`src/rtl/conf_pkg.sv`:
```
// Shared types for the conference selector.
// Assumes: one conference per instance, single clock domain.
package conf_pkg;
    typedef enum logic [1:0] {
        ST_IDLE  = 2'd0,
        ST_SCAN  = 2'd1,
        ST_ROUTE = 2'd2
    } seq_state_t;
endpackage

```
`src/rtl/conf_mag_abs.sv`:
```
// Saturating magnitude of a two's-complement sample.
// Assumes W >= 2. The most negative code maps to the most positive value,
// so the result always fits in W-1 magnitude bits.
module conf_mag_abs #(
    parameter int W = 16
) (
    input  logic [W-1:0] smp,
    output logic [W-1:0] mag
);
    localparam logic [W-1:0] MOST_NEG = {1'b1, {(W-1){1'b0}}};
    localparam logic [W-1:0] MOST_POS = {1'b0, {(W-1){1'b1}}};

    // Purpose: negate negative inputs, clamping the single overflow case.
    always_comb begin
        if (smp == MOST_NEG) begin
            mag = MOST_POS;
        end else if (smp[W-1]) begin
            mag = W'(~smp + 1'b1);
        end else begin
            mag = smp;
        end
    end
endmodule

```
`src/rtl/conf_sample_store.sv`:
```
// Slot-addressed sample store: one synchronous write port, one
// combinational read port, cleared to zero by reset.
// Assumes DEPTH is a power of two matching the address width.
module conf_sample_store #(
    parameter int DEPTH = 32,
    parameter int W     = 16,
    localparam int AW   = $clog2(DEPTH)
) (
    input  logic          clk,
    input  logic          rst_n,
    input  logic          we,
    input  logic [AW-1:0] waddr,
    input  logic [W-1:0]  wdata,
    input  logic [AW-1:0] raddr,
    output logic [W-1:0]  rdata
);
    logic [W-1:0] mem [DEPTH];

    // Purpose: clear on reset, otherwise store the addressed sample.
    always_ff @(posedge clk) begin
        if (!rst_n) begin
            for (int i = 0; i < DEPTH; i++) begin
                mem[i] <= '0;
            end
        end else if (we) begin
            mem[waddr] <= wdata;
        end
    end

    // Purpose: unregistered read of the addressed slot.
    always_comb rdata = mem[raddr];
endmodule

```
`src/rtl/conf_top2_tracker.sv`:
```
// Tracks the largest and second-largest magnitudes offered in one pass.
// Assumes candidates arrive in ascending slot order. A strict greater-than
// therefore keeps the earlier (lower) slot on ties.
module conf_top2_tracker #(
    parameter int W  = 16,
    parameter int SW = 5
) (
    input  logic          clk,
    input  logic          rst_n,
    input  logic          clear,
    input  logic          en,
    input  logic [SW-1:0] slot,
    input  logic [W-1:0]  mag,
    input  logic [W-1:0]  sample,
    output logic          best_valid,
    output logic [SW-1:0] best_slot,
    output logic [W-1:0]  best_sample,
    output logic          sec_valid,
    output logic [W-1:0]  sec_sample
);
    logic [W-1:0] best_mag;
    logic [W-1:0] sec_mag;
    logic         beats_best;
    logic         beats_sec;

    // Purpose: rank the candidate against the current leaders.
    always_comb begin
        beats_best = !best_valid || (mag > best_mag);
        beats_sec  = !sec_valid  || (mag > sec_mag);
    end

    // Purpose: update the top-two registers, demoting the leader when beaten.
    always_ff @(posedge clk) begin
        if (!rst_n || clear) begin
            best_valid  <= 1'b0;
            best_slot   <= '0;
            best_mag    <= '0;
            best_sample <= '0;
            sec_valid   <= 1'b0;
            sec_mag     <= '0;
            sec_sample  <= '0;
        end else if (en) begin
            if (beats_best) begin
                sec_valid   <= best_valid;
                sec_mag     <= best_mag;
                sec_sample  <= best_sample;
                best_valid  <= 1'b1;
                best_slot   <= slot;
                best_mag    <= mag;
                best_sample <= sample;
            end else if (beats_sec) begin
                sec_valid  <= 1'b1;
                sec_mag    <= mag;
                sec_sample <= sample;
            end
        end
    end

    // the runner-up never exceeds the leader in magnitude
    p_order_kept_r2: assert property (@(posedge clk) disable iff (!rst_n)
        sec_valid |-> (best_mag >= sec_mag));

    // a runner-up exists only once a leader exists
    p_second_needs_best_r8: assert property (@(posedge clk) disable iff (!rst_n)
        sec_valid |-> best_valid);

    // a new leader only takes over on a strictly larger magnitude
    p_tie_keeps_lower_r6: assert property (@(posedge clk) disable iff (!rst_n)
        (en && !clear && best_valid && (mag == best_mag)) |=> $stable(best_slot));
endmodule

```
`src/rtl/conf_scan_seq.sv`:
```
// Run sequencer: an accepted start launches a scan pass and then a route
// pass, each over all slots in ascending order, and ends with a done pulse.
// Assumes NUM_SLOTS is a power of two. start is ignored while a run is active.
module conf_scan_seq
    import conf_pkg::*;
#(
    parameter int NUM_SLOTS = 32,
    localparam int SW       = $clog2(NUM_SLOTS)
) (
    input  logic          clk,
    input  logic          rst_n,
    input  logic          start,
    output logic          start_acc,
    output logic          scan_en,
    output logic          route_en,
    output logic [SW-1:0] idx,
    output logic          busy,
    output logic          done
);
    localparam logic [SW-1:0] LAST = SW'(NUM_SLOTS - 1);

    seq_state_t state;

    // Purpose: decode the phase strobes from the state.
    always_comb begin
        start_acc = start && (state == ST_IDLE);
        scan_en   = (state == ST_SCAN);
        route_en  = (state == ST_ROUTE);
        busy      = (state != ST_IDLE);
    end

    // Purpose: advance the phase, step the slot index and raise done.
    always_ff @(posedge clk) begin
        if (!rst_n) begin
            state <= ST_IDLE;
            idx   <= '0;
            done  <= 1'b0;
        end else begin
            done <= 1'b0;
            unique case (state)
                ST_IDLE: begin
                    idx <= '0;
                    if (start) begin
                        state <= ST_SCAN;
                    end
                end
                ST_SCAN: begin
                    idx <= idx + 1'b1;
                    if (idx == LAST) begin
                        state <= ST_ROUTE;
                    end
                end
                ST_ROUTE: begin
                    idx <= idx + 1'b1;
                    if (idx == LAST) begin
                        state <= ST_IDLE;
                        done  <= 1'b1;
                    end
                end
                default: state <= ST_IDLE;
            endcase
        end
    end

    // done lasts one cycle
    p_done_single_r9: assert property (@(posedge clk) disable iff (!rst_n)
        done |=> !done);

    // done follows the last cycle of the route pass
    p_done_after_route_r9: assert property (@(posedge clk) disable iff (!rst_n)
        done |-> ($past(route_en) && !busy));

    // a start during a run does not restart it
    p_start_ignored_r9: assert property (@(posedge clk) disable iff (!rst_n)
        (busy && start && (idx != LAST)) |=> (busy && (idx == $past(idx) + 1'b1)));
endmodule

```
`src/rtl/conf_loudest_sel.sv`:
```
// Loudest-talker conference selector, top level.
// Receive store -> saturating magnitude -> top-two tracker during the scan
// pass. Router -> transmit store during the route pass.
// Assumes one conference per instance and the membership mask stable only
// at the start edge.
module conf_loudest_sel #(
    parameter int NUM_SLOTS = 32,
    parameter int SAMPLE_W  = 16,
    localparam int SW       = $clog2(NUM_SLOTS)
) (
    input  logic                 clk,
    input  logic                 rst_n,
    input  logic                 wr_en,
    input  logic [SW-1:0]        wr_slot,
    input  logic [SAMPLE_W-1:0]  wr_sample,
    input  logic [NUM_SLOTS-1:0] member_mask,
    input  logic                 start,
    input  logic [SW-1:0]        rd_slot,
    output logic [SAMPLE_W-1:0]  rd_sample,
    output logic                 busy,
    output logic                 done
);
    localparam logic [SAMPLE_W-1:0] MAG_MAX = {1'b0, {(SAMPLE_W-1){1'b1}}};

    logic                 start_acc;
    logic                 scan_en;
    logic                 route_en;
    logic [SW-1:0]        idx;
    logic [NUM_SLOTS-1:0] mask_q;
    logic [SAMPLE_W-1:0]  rx_sample;
    logic [SAMPLE_W-1:0]  rx_mag;
    logic                 best_valid;
    logic [SW-1:0]        best_slot;
    logic [SAMPLE_W-1:0]  best_sample;
    logic                 sec_valid;
    logic [SAMPLE_W-1:0]  sec_sample;
    logic [SAMPLE_W-1:0]  tx_wdata;
    logic                 is_member;

    conf_scan_seq #(.NUM_SLOTS(NUM_SLOTS)) u_seq (
        .clk      (clk),
        .rst_n    (rst_n),
        .start    (start),
        .start_acc(start_acc),
        .scan_en  (scan_en),
        .route_en (route_en),
        .idx      (idx),
        .busy     (busy),
        .done     (done)
    );

    // Purpose: capture the membership for the whole run on the start edge.
    always_ff @(posedge clk) begin
        if (!rst_n) begin
            mask_q <= '0;
        end else if (start_acc) begin
            mask_q <= member_mask;
        end
    end

    // Purpose: membership of the slot currently addressed by the sequencer.
    always_comb is_member = mask_q[idx];

    conf_sample_store #(.DEPTH(NUM_SLOTS), .W(SAMPLE_W)) u_rx_store (
        .clk  (clk),
        .rst_n(rst_n),
        .we   (wr_en),
        .waddr(wr_slot),
        .wdata(wr_sample),
        .raddr(idx),
        .rdata(rx_sample)
    );

    conf_mag_abs #(.W(SAMPLE_W)) u_abs (
        .smp(rx_sample),
        .mag(rx_mag)
    );

    conf_top2_tracker #(.W(SAMPLE_W), .SW(SW)) u_top2 (
        .clk        (clk),
        .rst_n      (rst_n),
        .clear      (start_acc),
        .en         (scan_en && is_member),
        .slot       (idx),
        .mag        (rx_mag),
        .sample     (rx_sample),
        .best_valid (best_valid),
        .best_slot  (best_slot),
        .best_sample(best_sample),
        .sec_valid  (sec_valid),
        .sec_sample (sec_sample)
    );

    // Purpose: choose the outgoing sample of the slot in the route pass.
    always_comb begin
        if (!is_member) begin
            tx_wdata = '0;
        end else if (best_valid && (idx == best_slot)) begin
            tx_wdata = sec_valid ? sec_sample : '0;
        end else begin
            tx_wdata = best_valid ? best_sample : '0;
        end
    end

    conf_sample_store #(.DEPTH(NUM_SLOTS), .W(SAMPLE_W)) u_tx_store (
        .clk  (clk),
        .rst_n(rst_n),
        .we   (route_en),
        .waddr(idx),
        .wdata(tx_wdata),
        .raddr(rd_slot),
        .rdata(rd_sample)
    );

    // magnitudes offered to the tracker never exceed the positive limit
    p_mag_sat_r7: assert property (@(posedge clk) disable iff (!rst_n)
        scan_en |-> (rx_mag <= MAG_MAX));

    // the captured mask does not move during a run
    p_mask_hold_r10: assert property (@(posedge clk) disable iff (!rst_n)
        (busy && !start_acc) |=> $stable(mask_q));

    // with no run active the transmit output only follows rd_slot
    p_tx_hold_r11: assert property (@(posedge clk) disable iff (!rst_n)
        (!busy && !start && $past(!busy) && $stable(rd_slot)) |-> $stable(rd_sample));

    // nothing is ranked before a run has scanned any member
    p_fresh_run_r8: assert property (@(posedge clk) disable iff (!rst_n)
        start_acc |=> (!best_valid && !sec_valid));
endmodule

```
`config.mk`:
```
export PLATFORM = sky130hd
export DESIGN_NAME = conf_loudest_sel
export DESIGN_NICKNAME = d
export VERILOG_FILES = /design/src/rtl/conf_pkg.sv /design/src/rtl/conf_mag_abs.sv /design/src/rtl/conf_sample_store.sv /design/src/rtl/conf_top2_tracker.sv /design/src/rtl/conf_scan_seq.sv /design/src/rtl/conf_loudest_sel.sv
export SDC_FILE = /design/constraint.sdc
export NUM_CORES = 2
export LEC_CHECK = 0
export ABC_AREA = 0
export BUFFER_PORTS_ARGS = -buffer_cell sky130_fd_sc_hd__buf_2
export CORE_ASPECT_RATIO = 2
export CORE_MARGIN = 8
export CORE_UTILIZATION = 30
export CTS_CLUSTER_SIZE = 24
export DETAILED_ROUTE_END_ITERATION = 10
export PLACE_DENSITY = 0.51
export SKIP_CTS_REPAIR_TIMING = 1
export SYNTH_ARGS = -nofsm -noshare
export SYNTH_HDL_FRONTEND = slang
export SYNTH_SLANG_ARGS = --single-unit
```
`constraint.sdc`:
```
create_clock -name clk -period 8.7 [get_ports clk]
set_clock_uncertainty 0.05 [all_clocks]
set_input_delay 1.74 -clock clk [delete_from_list [all_inputs] [get_ports clk]]
set_output_delay 1.74 -clock clk [all_outputs]
set_load 0.03 [all_outputs]
```
==> metrics <==
fillcell total=17000; Met3 Routed Length=roughly 9400 um; Critical Path AT=7.76 ns; Initial Util=0.301; Buffers on Ports=~80; clock power share=0.362; CTS HTree Levels=3; Net Sw Frac=0.269; total number of yosys warnings=0; Pre-antenna DRT Iters=5; mapped cell area=approximately 52000 um^2; CTS Buf Count=around 110; DRC Markers=0; Sum Neg Setup Slack=0 ns; # setup viols final=0; layout cells sized above 1=0.161; DRT met1 WL=63000 um; Slew @ Worst Pin=around 1.4 ns; core area=between 150000 and 200000 um^2; vias per inst=around 5; num rows=about 220; worst-case clock buffer depth=3; met2 wire length=about 70000 um; Max Fanout on Critical Path=54; Post-synth EDFFs=between 1000 and 1500; Max VDD drop=approximately 0.15 mV; Worst path max stage delay=0.75 ns; DRT antenna net count=0; crit end category=register; register area share after synthesis=0.637; mean post-synth cell area=approximately 14 um^2; CP Cell Sequence=buf_12 -> mux4_2 -> mux4_2 -> mux2i_1 -> nand2_1 -> nor3_4 -> nand4_4 -> nand2b_1 -> ha_1 -> nor2b_1 -> o21a_1 -> o21a_1 -> o21ai_0 -> a21boi_0 -> o32ai_4 -> buf_4 -> or2_2 -> nor3_1 -> a211oi_1; syn_nets=roughly 3900; CTS tree=built; post-DP HPWL=approximately 92000 um; Die H=between 600 and 700 um; total detailed-routing wirelength=roughly 150000 um; RSZ-0062 raised after global routing=false; Worst Path Required=9.28 ns; Comb power frac=0.145; Crit path buffers/inverters=2; P_int=9.41 mW; Switch Pwr=between 3 and 4 mW; pwr/cell area=between 200 and 250 nW/um^2; dominant synthesized flop cell=edfxtp_1; Hold Path Class=register to register; Top delay family on crit path=simple AND/OR/NAND/NOR gates; Tcrit/Tclk final=0.825; fmax=between 100 and 150 MHz; Clock Sink Count=1140; gpl congestion=approximately 0.82; Leakage=18.5 nW; Power Total=roughly 13 mW; WL/cell=around 24 um; FF+latch count, synth=around 1100; first-pass GRT wire length=roughly 210000 um; via count=between 30000 and 40000; largest net degree at the start of global routing=80; grt ovf=0; placed inst area=between 50000 and 60000 um^2; Sequential Power Share=0.493; synth unique cells=67; fin crit period=about 7.2 ns; Area growth syn-to-layout=11.8%; max layer used=met4; Root Buffer=clkbuf_16; WS Path Type=register to register; design area=~58000 um^2; max-cap check violation count=0; initial antenna violation count=11; Syn Inst Count=about 3800; Ports=80; slowest stage cell, crit path=mux2i_1; CP startpoint kind=register; Initial DRC Count=slightly above 3000; Max Slew Vio Count=0; Final #Nets=3892; outcome=completed; clk_lat worst skew=between 0.7 and 0.8 ns; clock-pin slew on the worst setup and hold paths=around 0.060 ns; Die W=310 um; gr usage total=0.154; Final Hold Viols=0; relative slew slack=0.0897; Synth async-reset ratio=0; vias in the first global route=30600; die area=between 150000 and 200000 um^2
==> layout by cell type (no fill, tap or decap), types with 6 or more instances in the layout <==
| master | synthesis | routed |
|---|---|---|
| and3_1 | 7 | 7 |
| xnor2_1 | 9 | 9 |
| nand2_1 | 229 | 228 |
| nor2b_1 | 12 | 10 |
| clkinv_1 | 2 | 20 |
| a211oi_2 | 7 | 7 |
| buf_2 | 21 | 76 |
| o22ai_1 | 19 | 19 |
| o21ai_1 | 15 | 47 |
| edfxtp_1 | 1024 | 1024 |
| clkinvlp_4 | 0 | 8 |
| mux2i_1 | 149 | 149 |
| nand4_1 | 12 | 12 |
| clkinv_2 | 0 | 16 |
| o21ai_0 | 64 | 32 |
| mux4_2 | 220 | 220 |
| nand3_1 | 25 | 25 |
| dfxtp_1 | 116 | 114 |
| mux2_2 | 37 | 37 |
| clkbuf_1 | 269 | 26 |
| xor2_1 | 7 | 7 |
| a31oi_1 | 6 | 6 |
| clkbuf_16 | 0 | 107 |
| a22oi_1 | 60 | 60 |
| and2_1 | 519 | 519 |
| a21o_1 | 7 | 6 |
| a21oi_1 | 63 | 63 |
| bufinv_16 | 0 | 8 |
| a21boi_0 | 34 | 34 |
| inv_1 | 39 | 39 |
| or2_2 | 8 | 8 |
| mux2_1 | 9 | 9 |
| nand2b_1 | 7 | 7 |
| buf_4 | 6 | 86 |
| ha_1 | 43 | 43 |
| nor2_1 | 625 | 623 |
| a211oi_1 | 65 | 65 |
| nor3_1 | 18 | 17 |
==> worst register-to-register path: cells and delay by family (launching register included) <==
family / cells / cell delay [ns]
muxes: 3 / 1.96
and+or+nand+nor: 7 / 1.94
AOI/OAI and AO/OA: 6 / 1.17
buffers and inverters: 2 / 0.99
DFF: 1 / 0.74
adders and majority gates: 1 / 0.26
==> cells by family after synthesis <==
| family | after synthesis | synth area share |
|---|---|---|
| multiplexers | 419 | 0.135 |
| adder cells (fa/ha/maj) | 43 | 0.0104 |
| AO/OA/AOI/OAI | 362 | 0.0468 |
| AND/OR/NAND/NOR | 1487 | 0.138 |
| flip-flops | 1140 | 0.637 |
| XOR/XNOR | 16 | 0.00270 |
| buffers and inverters | 369 | 0.0297 |
==> sequential cells by signal, summed over array words and instances (netlist names), named ones only <==
signal and flops:
u_seq.done 1, u_top2.best_sample 16, u_top2.sec_mag 16, u_top2.best_slot 5
u_top2.sec_sample 16, u_tx_store.mem 512, mask_q 32, u_top2.sec_valid 1
u_seq.idx 5, u_seq.state 2, u_top2.best_valid 1, u_top2.best_mag 16
u_rx_store.mem 512
==> metal layers <==
metal  up-vias  track usage
met1     15900        0.211
met3       193       0.0232
met2       918        0.250
li1      13800            -
met4         0       0.0472
met5         -            0
==> synth_stat cells, types with 13 or more instances <==
cell / instances / area (um^2)
a21oi_1: 63 / 315
nor3_1: 18 / 90.1
buf_1: 16 / 60.1
dfxtp_1: 116 / 2320
a22oi_1: 60 / 450
buf_2: 21 / 105
nand3_1: 25 / 125
nand2_1: 229 / 860
clkbuf_1: 269 / 1010
mux4_2: 220 / 4950
a211oi_1: 65 / 488
mux2_2: 37 / 417
buf_6: 13 / 146
and2_1: 519 / 3250
a21boi_0: 34 / 255
o22ai_1: 19 / 119
o21ai_0: 64 / 320
nor2_1: 625 / 2350
ha_1: 43 / 538
inv_1: 39 / 146
o21ai_1: 15 / 75.1
mux2i_1: 149 / 1490
edfxtp_1: 1024 / 30700
==> worst paths after layout <==
| kind | to | cells after the start | start | slack, ns |
|---|---|---|---|---|
| min | mask_q[30] | 2 | mask_q[30] | 0.41 |
| min reg2reg | mask_q[30] | 2 | mask_q[30] | 0.41 |
| max | u_top2.best_mag[8] | 19 | register | 1.52 |
| max reg2reg | u_top2.best_mag[8] | 19 | register | 1.52 |
==> power by group through the flow <==
stage | clock network (mW) | logic (mW) | registers (mW)
2_1_floorplan | 0 | 1.24 | 6.41
3_3_place_gp | 0 | 1.88 | 6.46
3_5_place_dp | 0 | 1.88 | 6.47
4_1_cts | 4.76 | 1.89 | 6.35
5_1_grt | 4.94 | 2.02 | 6.38
6_report | 4.66 | 1.87 | 6.35
==> area by class of cell <==
type | count | area, um^2 | share of cell area
sequential | 1140 | 33100 | 0.570
multi-input combinational | 2327 | 17400 | 0.299
inverter | 43 | 161 | 0.00278
antenna | 4 | 10.0 | 0.000172
clock buffer | 133 | 2780 | 0.0478
timing repair buffer | 169 | 1150 | 0.0198
clock inverter | 62 | 622 | 0.0107
tap | 2289 | 2860 | 0.0493
==> through the flow <==
stage          cells   util  setup slack, ns  hold WS, ns
6_report        6167  0.337             1.52        0.412
5_1_grt         6164  0.337             1.04        0.442
4_1_cts         6162  0.336             1.50        0.414
3_5_place_dp    5967  0.317             1.56        0.405
3_3_place_gp    5967  0.317             1.67        0.397
2_1_floorplan   3836      -             2.56        0.386
No activity file was read; power rests on OpenSTA's default activity.
